File: config.mk
export PLATFORM = sky130hd
export DESIGN_NAME = rxring_scatter
export DESIGN_NICKNAME = d
export VERILOG_FILES = /design/src/rtl/rxs_pkg.sv /design/src/rtl/rxs_regs.sv /design/src/rtl/rxs_lane.sv /design/src/rtl/rxs_ctrl.sv /design/src/rtl/rxring_scatter.sv
export SDC_FILE = /design/constraint.sdc
export NUM_CORES = 1
export LEC_CHECK = 0
export BUFFER_PORTS_ARGS = -buffer_cell sky130_fd_sc_hd__buf_4
export CAP_MARGIN = 20
export CORE_ASPECT_RATIO = 1.25
export CORE_MARGIN = 2
export CORE_UTILIZATION = 58
export CTS_CLUSTER_DIAMETER = 200
export DETAILED_ROUTE_END_ITERATION = 10
export GPL_TIMING_DRIVEN = 0
export HOLD_SLACK_MARGIN = 0.06
export MAX_ROUTING_LAYER = met4
export PLACE_DENSITY_LB_ADDON = 0.05
export REMOVE_ABC_BUFFERS = 1
export SYNTH_ARGS = -nofsm -noshare
export SYNTH_HDL_FRONTEND = slang
export SYNTH_SLANG_ARGS = --single-unit
File: constraint.sdc
create_clock -name clk -period 4.2 [get_ports clk]
set_input_delay 0.84 -clock clk [delete_from_list [all_inputs] [get_ports clk]]
set_output_delay 0.84 -clock clk [all_outputs]
set_load 0.02 [all_outputs]
File: src/rtl/rxs_pkg.sv
package rxs_pkg;
  localparam int OWN_BIT  = 31;
  localparam int WRAP_BIT = 30;
  localparam int CONT_BIT = 27;
  localparam int LEN_W    = 13;
  localparam int DW       = 32;
  localparam int NB       = DW / 8;

  localparam logic [3:0] OFS_BASE = 4'h4;
  localparam logic [3:0] OFS_CUR  = 4'h8;
  localparam logic [3:0] OFS_ACK  = 4'hC;

  typedef enum logic [3:0] {
    ST_IDLE, ST_DROP, ST_RD0, ST_RD1, ST_FILL,
    ST_WDAT, ST_NXT, ST_STAT, ST_FIRST
  } st_t;
endpackage

File: src/rtl/rxs_regs.sv
module rxs_regs
  import rxs_pkg::*;
#(
  parameter int AW = 32
) (
  input  logic          clk,
  input  logic          rst,
  input  logic          reg_we,
  input  logic          reg_re,
  input  logic [3:0]    reg_addr,
  input  logic [DW-1:0] reg_wdata,
  output logic [DW-1:0] reg_rdata,
  input  logic          cur_upd,
  input  logic [AW-1:0] cur_val,
  input  logic          irq_set,
  output logic [AW-1:0] base,
  output logic [AW-1:0] cur,
  output logic          irq
);
  always_ff @(posedge clk) begin
    if (rst) begin
      base      <= '0;
      cur       <= '0;
      irq       <= 1'b0;
      reg_rdata <= '0;
    end else begin
      if (reg_we && reg_addr == OFS_BASE) base <= reg_wdata[AW-1:0];
      if (cur_upd) cur <= cur_val;
      else if (reg_we && reg_addr == OFS_CUR) cur <= reg_wdata[AW-1:0];
      if (irq_set) irq <= 1'b1;
      else if (reg_we && reg_addr == OFS_ACK) irq <= 1'b0;
      if (reg_re) begin
        case (reg_addr)
          OFS_BASE: reg_rdata <= DW'(base);
          OFS_CUR:  reg_rdata <= DW'(cur);
          default:  reg_rdata <= '0;
        endcase
      end
    end
  end
endmodule

File: src/rtl/rxs_lane.sv
module rxs_lane
  import rxs_pkg::*;
#(
  parameter int LW = 2
) (
  input  logic          clk,
  input  logic          rst,
  input  logic          put,
  input  logic          flush,
  input  logic [LW-1:0] lane,
  input  logic [7:0]    byte_in,
  output logic [DW-1:0] word_nx,
  output logic [NB-1:0] be_nx
);
  logic [DW-1:0] acc;
  logic [NB-1:0] be_q;
  logic [NB-1:0] hit;

  for (genvar g = 0; g < NB; g++) begin : g_lane
    assign hit[g]          = put && (lane == LW'(g));
    assign word_nx[g*8+:8] = hit[g] ? byte_in : acc[g*8+:8];
    assign be_nx[g]        = be_q[g] | hit[g];
  end

  always_ff @(posedge clk) begin
    if (rst) begin
      acc  <= '0;
      be_q <= '0;
    end else if (flush) begin
      be_q <= '0;
    end else if (put) begin
      acc  <= word_nx;
      be_q <= be_nx;
    end
  end
endmodule

File: src/rtl/rxs_ctrl.sv
module rxs_ctrl
  import rxs_pkg::*;
#(
  parameter int AW      = 32,
  parameter int MAX_PKT = 8192
) (
  input  logic          clk,
  input  logic          rst,
  input  logic          in_valid,
  input  logic          in_last,
  output logic          in_ready,
  input  logic [AW-1:0] base,
  input  logic [AW-1:0] cur,
  output logic          cur_upd,
  output logic [AW-1:0] cur_val,
  output logic          irq_set,
  output logic          mem_req,
  output logic          mem_we,
  output logic [AW-1:0] mem_addr,
  output logic [DW-1:0] mem_wdata,
  output logic [NB-1:0] mem_be,
  input  logic          mem_gnt,
  input  logic          mem_rvalid,
  input  logic [DW-1:0] mem_rdata,
  output logic          pk_put,
  output logic          pk_flush,
  output logic [1:0]    pk_lane,
  input  logic [DW-1:0] pk_word,
  input  logic [NB-1:0] pk_be
);
  localparam int CW = $clog2(MAX_PKT + 1);

  st_t              st;
  logic             wrap_q, nx_wrap;
  logic [LEN_W-1:0] len_q, nx_len, cnt_buf;
  logic [AW-1:0]    buf_addr, first_addr, nxt_addr;
  logic [CW-1:0]    pkt_cnt;
  logic [DW-1:0]    stat_q, first_stat;
  logic             is_first, last_q, full_q, drop_q, end_q;

  logic             gnt_hit, rd_done, eff_last, buf_full_now, stat_done;
  logic [AW-1:0]    nxt_ring, wa;
  logic [DW-1:0]    last_stat, nxt_stat;

  assign gnt_hit      = mem_req && mem_gnt;
  assign rd_done      = !mem_req && mem_rvalid;
  assign in_ready     = (st == ST_FILL) || (st == ST_DROP);
  assign pk_put       = (st == ST_FILL) && in_valid;
  assign wa           = buf_addr + AW'(cnt_buf);
  assign pk_lane      = wa[1:0];
  assign eff_last     = in_last || (pkt_cnt == CW'(MAX_PKT - 1));
  assign buf_full_now = ({1'b0, cnt_buf} + (LEN_W+1)'(1)) == {1'b0, len_q};
  assign pk_flush     = pk_put && (pk_lane == 2'd3 || eff_last || buf_full_now);
  assign nxt_ring     = wrap_q ? base : cur + AW'(8);
  assign last_stat    = DW'(cnt_buf) + DW'(4);
  assign nxt_stat     = (mem_rdata[OWN_BIT] ? (DW'(1) << CONT_BIT) : '0) | DW'(cnt_buf);
  assign stat_done    = (st == ST_STAT) && (is_first || gnt_hit);
  assign cur_upd      = stat_done;
  assign cur_val      = nxt_addr;
  assign irq_set      = (st == ST_FIRST) && gnt_hit;

  always_ff @(posedge clk) begin
    if (rst) begin
      st <= ST_IDLE;
      mem_req <= 1'b0; mem_we <= 1'b0; mem_addr <= '0; mem_wdata <= '0; mem_be <= '0;
      wrap_q <= 1'b0; nx_wrap <= 1'b0; len_q <= '0; nx_len <= '0; cnt_buf <= '0;
      buf_addr <= '0; first_addr <= '0; nxt_addr <= '0; pkt_cnt <= '0;
      stat_q <= '0; first_stat <= '0;
      is_first <= 1'b0; last_q <= 1'b0; full_q <= 1'b0; drop_q <= 1'b0; end_q <= 1'b0;
    end else begin
      if (gnt_hit) mem_req <= 1'b0;
      case (st)
        ST_IDLE: if (in_valid) begin
          if (base == '0) st <= ST_DROP;
          else begin
            mem_req <= 1'b1; mem_we <= 1'b0; mem_addr <= cur; mem_be <= '1;
            st <= ST_RD0;
          end
        end
        ST_DROP: if (in_valid && in_last) st <= ST_IDLE;
        ST_RD0: if (rd_done) begin
          if (!mem_rdata[OWN_BIT]) st <= ST_DROP;
          else begin
            wrap_q <= mem_rdata[WRAP_BIT];
            len_q <= mem_rdata[LEN_W-1:0];
            first_addr <= cur; is_first <= 1'b1; pkt_cnt <= '0; drop_q <= 1'b0;
            mem_req <= 1'b1; mem_we <= 1'b0; mem_addr <= cur + AW'(4);
            st <= ST_RD1;
          end
        end
        ST_RD1: if (rd_done) begin
          buf_addr <= mem_rdata[AW-1:0];
          cnt_buf <= '0;
          if (len_q == '0) begin
            nxt_addr <= nxt_ring;
            mem_req <= 1'b1; mem_we <= 1'b0; mem_addr <= nxt_ring;
            st <= ST_NXT;
          end else st <= ST_FILL;
        end
        ST_FILL: if (pk_put) begin
          cnt_buf <= cnt_buf + LEN_W'(1);
          pkt_cnt <= pkt_cnt + CW'(1);
          last_q <= eff_last;
          full_q <= buf_full_now;
          drop_q <= eff_last && !in_last;
          if (pk_flush) begin
            mem_req <= 1'b1; mem_we <= 1'b1;
            mem_addr <= {wa[AW-1:2], 2'b00};
            mem_wdata <= pk_word; mem_be <= pk_be;
            st <= ST_WDAT;
          end
        end
        ST_WDAT: if (gnt_hit) begin
          if (last_q) begin
            stat_q <= last_stat; end_q <= 1'b1; nxt_addr <= nxt_ring;
            if (!is_first) begin
              mem_req <= 1'b1; mem_we <= 1'b1; mem_addr <= cur;
              mem_wdata <= last_stat; mem_be <= '1;
            end
            st <= ST_STAT;
          end else if (full_q) begin
            nxt_addr <= nxt_ring;
            mem_req <= 1'b1; mem_we <= 1'b0; mem_addr <= nxt_ring;
            st <= ST_NXT;
          end else st <= ST_FILL;
        end
        ST_NXT: if (rd_done) begin
          stat_q <= nxt_stat;
          end_q <= !mem_rdata[OWN_BIT];
          drop_q <= !mem_rdata[OWN_BIT];
          nx_wrap <= mem_rdata[WRAP_BIT];
          nx_len <= mem_rdata[LEN_W-1:0];
          if (!is_first) begin
            mem_req <= 1'b1; mem_we <= 1'b1; mem_addr <= cur;
            mem_wdata <= nxt_stat; mem_be <= '1;
          end
          st <= ST_STAT;
        end
        ST_STAT: if (stat_done) begin
          if (is_first) first_stat <= stat_q;
          if (end_q) begin
            mem_req <= 1'b1; mem_we <= 1'b1; mem_addr <= first_addr;
            mem_wdata <= is_first ? stat_q : first_stat; mem_be <= '1;
            st <= ST_FIRST;
          end else begin
            is_first <= 1'b0; wrap_q <= nx_wrap; len_q <= nx_len;
            mem_req <= 1'b1; mem_we <= 1'b0; mem_addr <= nxt_addr + AW'(4);
            st <= ST_RD1;
          end
        end
        ST_FIRST: if (gnt_hit) begin
          end_q <= 1'b0;
          st <= drop_q ? ST_DROP : ST_IDLE;
        end
        default: st <= ST_IDLE;
      endcase
    end
  end
endmodule

File: src/rtl/rxring_scatter.sv
module rxring_scatter
  import rxs_pkg::*;
#(
  parameter int AW      = 32,
  parameter int MAX_PKT = 8192
) (
  input  logic          clk,
  input  logic          rst,
  input  logic          reg_we,
  input  logic          reg_re,
  input  logic [3:0]    reg_addr,
  input  logic [31:0]   reg_wdata,
  output logic [31:0]   reg_rdata,
  input  logic          in_valid,
  input  logic [7:0]    in_data,
  input  logic          in_last,
  output logic          in_ready,
  output logic          mem_req,
  output logic          mem_we,
  output logic [AW-1:0] mem_addr,
  output logic [31:0]   mem_wdata,
  output logic [3:0]    mem_be,
  input  logic          mem_gnt,
  input  logic          mem_rvalid,
  input  logic [31:0]   mem_rdata,
  output logic          irq
);
  logic [AW-1:0] base, cur, cur_val;
  logic          cur_upd, irq_set, pk_put, pk_flush;
  logic [1:0]    pk_lane;
  logic [DW-1:0] pk_word;
  logic [NB-1:0] pk_be;

  rxs_regs #(.AW(AW)) u_regs (
    .clk(clk), .rst(rst), .reg_we(reg_we), .reg_re(reg_re), .reg_addr(reg_addr),
    .reg_wdata(reg_wdata), .reg_rdata(reg_rdata), .cur_upd(cur_upd), .cur_val(cur_val),
    .irq_set(irq_set), .base(base), .cur(cur), .irq(irq)
  );

  rxs_lane #(.LW(2)) u_lane (
    .clk(clk), .rst(rst), .put(pk_put), .flush(pk_flush), .lane(pk_lane),
    .byte_in(in_data), .word_nx(pk_word), .be_nx(pk_be)
  );

  rxs_ctrl #(.AW(AW), .MAX_PKT(MAX_PKT)) u_ctrl (
    .clk(clk), .rst(rst), .in_valid(in_valid), .in_last(in_last), .in_ready(in_ready),
    .base(base), .cur(cur), .cur_upd(cur_upd), .cur_val(cur_val), .irq_set(irq_set),
    .mem_req(mem_req), .mem_we(mem_we), .mem_addr(mem_addr), .mem_wdata(mem_wdata),
    .mem_be(mem_be), .mem_gnt(mem_gnt), .mem_rvalid(mem_rvalid), .mem_rdata(mem_rdata),
    .pk_put(pk_put), .pk_flush(pk_flush), .pk_lane(pk_lane), .pk_word(pk_word), .pk_be(pk_be)
  );
endmodule

After elaboration in Yosys (flattened, before gate mapping)
Cells that the tools add are included.
- logic and storage cells: 269
- register bits after elaboration: 427
- reduce and logical (&&, ||, !) cells: 57
- eq/ne operators: 35
- muxes and demuxes: 135
- $add $sub $neg: 8
- bitwise operators: 6
- operators with widths (cell ; count):
    $mux W32 ; 33
    $pmux W32 S7 ; 1
    $pmux W32 S2 ; 3
    $pmux W32 S4 ; 1
    $mux W4 ; 22
    $mux W13 ; 6
    $add A32 B3 Y32 const B ; 2
    $pmux W13 S2 ; 2
    $mux W1 ; 46
    $mux W14 ; 3
    $pmux W4 S9 ; 1
    $add A32 B13 Y32 ; 1
    $add A32 B4 Y32 const B ; 1
    $logic_not A32 Y1 ; 1
    $mux W8 ; 4
    $or A32 B13 Y32 ; 1
    $reduce_and A10 Y1 ; 3
    $mux W28 ; 1
    $pmux W14 S2 ; 1
    $eq A4 B3 Y1 const B ; 5
    $pmux W4 S5 ; 1
    $reduce_and A5 Y1 ; 4
    $ne A2 B1 Y1 const B ; 9
    $ne A2 B2 Y1 const B ; 9
    other kinds (34) ; 80

Logic depth before layout (Yosys ltp)
- word-level depth: 8
- gate-level depth with buffers: 12

By module
From an unflattened synthesis, not the netlist that was laid out.
- cell total of the unflattened synthesis: 2808
- area total of the unflattened synthesis: 22322.7 µm²
- by module, submodules not included (module ; area an instance (µm²) ; instances ; sequential area each (µm²) ; cells each):
    rxs_ctrl ; 16027.9 ; 1 ; 5545.3 ; 2144
    rxs_regs ; 4403.0 ; 1 ; 1941.9 ; 487
    rxs_lane ; 1891.8 ; 1 ; 720.7 ; 177

Worst setup path before layout
No wires, ideal clock.
- kind: input -> register
- from: in mem_gnt
- to: reg u_ctrl.mem_addr[19]
- buffers on the path: 2
- stages: 10
- data required time: 4.125 ns
- slack: 1.496 ns
- arrival: 2.629 ns
- cells stage by stage: and2_1 clkbuf_1 nor2_1 a22o_1 a211oi_1 o211ai_1 a21oi_4 nand2_2 buf_2 o22ai_1
- longest elaborated chain between the ends: 5
- ends and longest elaborated chain (item ; line ; source):
    from (decl) ; rxring_scatter.sv:23 ; input logic mem_gnt,
    $logic_and A1 B1 Y1 (*) ; rxs_ctrl.sv:45 ; assign gnt_hit = mem_req && mem_gnt;
    $logic_or A1 B1 Y1 ; rxs_ctrl.sv:57 ; assign stat_done = (st == ST_STAT) && (is_first || gnt_hit);
    $logic_and A1 B1 Y1 ; rxs_ctrl.sv:57 ;
    $ne A2 B2 Y1 (no source line) ; -- ;
    $reduce_and A13 Y1 (no source line) (*) ; -- ;
    to (signal assigned) ; rxs_ctrl.sv:108 ; mem_addr <= {wa[AW-1:2], 2'b00};
    to (decl) ; rxs_ctrl.sv:19 ; output logic [AW-1:0] mem_addr,
Every way passes the cells marked *; elsewhere a longest branch is shown, timed or not.
A chain may end at the register's enable or synchronous reset.

Worst setup path after layout
- from: reg u_ctrl.cnt_buf[3]
- to: reg u_ctrl.mem_addr[18]
- longest elaborated chain between the ends: 6
- ends and longest elaborated chain (item ; line ; source):
    from (decl) ; rxs_ctrl.sv:35 ; logic [LEN_W-1:0] len_q, nx_len, cnt_buf;
    from (signal assigned) ; rxs_ctrl.sv:101 ; cnt_buf <= cnt_buf + LEN_W'(1);
    $add A13 B1 Y14 ; rxs_ctrl.sv:52 ; assign buf_full_now = ({1'b0, cnt_buf} + (LEN_W+1)'(1)) == {1'b0, len_q};
    $eq A14 B13 Y1 ; rxs_ctrl.sv:52 ;
    $logic_or A1 B1 Y1 ; rxs_ctrl.sv:53 ; assign pk_flush = pk_put && (pk_lane == 2'd3 || eff_last || buf_full_now);
    $logic_and A1 B1 Y1 ; rxs_ctrl.sv:53 ;
    $ne A2 B2 Y1 (no source line) ; -- ;
    $reduce_and A13 Y1 (no source line) ; -- ;
Several ways; a longest one is shown, not always the timed one. The select of a mux whose other input is x is not followed.

==> flow_summary.json <==
{
  "status": "finished with violations",
  "violations": "setup timing",
  "tightestPinTransition_ns": 1.25,
  "die-area_sq_um": 39600,
  "drive_above_1_share_pct": 14.5,
  "start_util_pct": 59.0,
  "clk_path_buf_depth": 3,
  "numPortBuffers": 187,
  "ant_nets": 0,
  "ys_warn_count": 0,
  "hold_class": "reg2reg",
  "fin_nets": 2928,
  "yosysTopAreaCell": "dfxtp_1",
  "min_period_ns": 4.28,
  "total_power_uw": 11200,
  "yosysUniqueCellTypes": 95,
  "vias": 22000,
  "netlist_area_sq_um": 22000,
  "maxCapViolCount": 0,
  "grt_pass1_wl_mm": 118,
  "fmax_mhz": 234,
  "n_fill_cell": 3111,
  "final_cell_mix": "nand2_1, dfxtp_1, nor2_1, a21oi_1, buf_4",
  "synth_edf_count": 0,
  "async_flop_share_pct": 0,
  "synth_seq_cells": 410,
  "synth_top_area_share_pct": 37.3,
  "drt-total-wl_mm": 77.2,
  "final_cells": 3344,
  "slew_violations": 0,
  "cts_tree": "done",
  "dp_cells": 3246,
  "slew_headroom_pct": 16.2,
  "clk-insertion-delay-late_ns": 0.56,
  "synth_area_leaders": "dfxtp_1, nand2_1, a21oi_1",
  "setup_viol": 3,
  "utilization_pct": 68.4,
  "die_y_um": 222,
  "power_leakage_uw": 0.00884,
  "hold_buffers": 0,
  "drcViolationCount": 0,
  "dp_hpwl_mm": 52.9,
  "avgSynthCellArea_sq_um": 7.94,
  "fp-row-count": 79,
  "p_per_area_nw_per_um2": 438,
  "area_growth_pct": 15.9,
  "arrival_ns": 4.78,
  "skew_ns": 0.0142,
  "path_class": "reg2reg",
  "vdd_ir_drop_max_uv": 315,
  "synth_flop_cell": "dfxtp_1",
  "synth_cells": 2776,
  "critical_path_required_ns": 4.70,
  "clk_pin_slew_worst_paths_ns": 0.06,
  "first_global_vias": 20400,
  "io_pins": 188,
  "viasPerCell": 6.57,
  "cp-start-kind": "register",
  "numCtsBuffers": 43,
  "yosysSeqAreaShare_pct": 37.3,
  "rsz0062_at_grt": "no",
  "grt.overflow.total": 0,
  "grt_usage_pct": 38.8,
  "core_sq_um": 37400,
  "dr.pass1.iters": 6,
  "clock_sinks": 410,
  "drt-initial-drc-count": 2538,
  "dieWidth_um": 178,
  "crit_fanout": 10,
  "htree_levels": 2,
  "end_kind": "register",
  "grt_antenna_before_repair": 0,
  "grt_max_degree": 141,
  "final_common_cell": "nand2_1",
  "place_congestion": 0.991,
  "timing.final.crit_share_pct": 102,
  "hold_viol": 0,
  "fin_ws_ns": -0.0766,
  "cts_root_buf": "clkbuf_16",
  "wl_per_cell_um": 23.1
}
stage by stage:
| step | setup slack (ns) | setup TNS, ns | hold WS [ns] | cell area, sq um |
|---|---|---|---|---|
| 2_1_floorplan | -0.676 | -27.17 | 0.427 | 21100 |
| 3_3_place_gp | -4.06 | -646.48 | 0.438 | 23100 |
| 3_5_place_dp | -1.09 | -72.56 | 0.444 | 23800 |
| 4_1_cts | 0.00412 | 0 | 0.455 | 25400 |
| 5_1_grt | 0.00717 | 0 | 0.465 | 25500 |
| 6_report | -0.0766 | -0.145 | 0.454 | 25500 |
cell families after synthesis:
kind of cell,share of synthesized area (%)
AO/OA/AOI/OAI,23.7
multiplexers,5.53
XOR/XNOR,5.45
flip-flops,37.3
AND/OR/NAND/NOR,22.0
adder cells (fa/ha/maj),1.23
buffers and inverters,4.75
synth_stat cells (all sizes together), types with 7 or more instances:
cell	instances
o22ai	23
nand2b	18
buf	57
inv	21
a31oi	11
mux2	14
o211ai	24
o32ai	11
nor4	31
o21a	10
xor2	64
a21o	8
nor3	53
clkbuf	178
mux2i	106
dfxtp	410
nand2	434
ha	20
xnor2	73
a221o	7
a311oi	46
and4	14
a31o	10
o21ai	108
and3	24
nor2	292
and2	34
a211oi	108
nand3	81
a22oi	44
nand4	35
nor2b	19
a221oi	32
a21oi	265
a222oi	8
sequential cells by signal, indices dropped and copies added (netlist names), 4 cells and up:
name / cells
u_ctrl.buf_addr: 32
u_ctrl.cur_val: 32
u_ctrl.first_addr: 32
u_ctrl.first_stat: 32
u_ctrl.mem_addr: 32
u_ctrl.mem_wdata: 32
u_lane.acc: 32
u_regs.base: 32
u_regs.cur: 32
u_regs.reg_rdata: 32
u_ctrl.stat_q: 15
u_ctrl.pkt_cnt: 14
u_ctrl.cnt_buf: 13
u_ctrl.len_q: 13
u_ctrl.nx_len: 13
u_ctrl.mem_be: 4
u_ctrl.st: 4
u_lane.be_q: 4
metal layers:
layer | vias to the layer above | track usage [%] | share of wire [%]
met2 | 1136 | 60.6 | 47
li1 | 10100 | - | -
met5 | - | - | 0
met3 | 295 | 6.00 | 7.7
met1 | 10400 | 47.1 | 39
met4 | 0 | 22.9 | 6.6
worst max-delay path, cell delays in order (launching register included):
cell and delay (ns):
dfxtp_1 0.73, ha_2 0.48, and4_4 0.29, xnor2_1 0.10, nor4_1 0.47, and4_2 0.39, o2111a_1 0.33, nor2_1 0.16
nor3_1 0.97, a32o_1 0.29
report_power, final:
group	total [uW]	leakage, uW	switching (uW)	internal [uW]
clock	4030	0.000720	1660	2370
sequential	4440	0.00332	337	4100
combinational	2720	0.00480	1720	1010
total	11200	0.00884	3710	7480
final timing paths:
path	start	end	slack [ns]	cells past startpoint
max reg2reg	u_ctrl.cnt_buf[3]$_SDFFE_PP0P_	u_ctrl.mem_addr[18]$_SDFFE_PP0P_	-0.08	9
min reg2reg	u_ctrl.nx_len[5]$_SDFFE_PP0P_	u_ctrl.nx_len[5]$_SDFFE_PP0P_	0.45	2
max	u_ctrl.cnt_buf[3]$_SDFFE_PP0P_	u_ctrl.mem_addr[18]$_SDFFE_PP0P_	-0.08	9
min	u_ctrl.nx_len[5]$_SDFFE_PP0P_	u_ctrl.nx_len[5]$_SDFFE_PP0P_	0.45	2
layout make-up:
type / count / area (sq um) / share of cell area [%]
timing repair buffer: 235 / 2210 / 8.65
multi-input combinational: 2110 / 12900 / 50.7
antenna: 1 / 2.50 / 0.00980
inverter: 23 / 86.3 / 0.338
clock inverter: 17 / 238 / 0.931
tap: 486 / 608 / 2.38
clock buffer: 62 / 1240 / 4.85
sequential: 410 / 8220 / 32.2
timing repair:
action                     in CTS  in global routing
buffers inserted                7                  5
pin swaps                       3                  1
cloned                          2                  0
setup endpoints to repair     134                 23
resized for setup               7                  6
No activity file was read; power rests on OpenSTA's default activity.
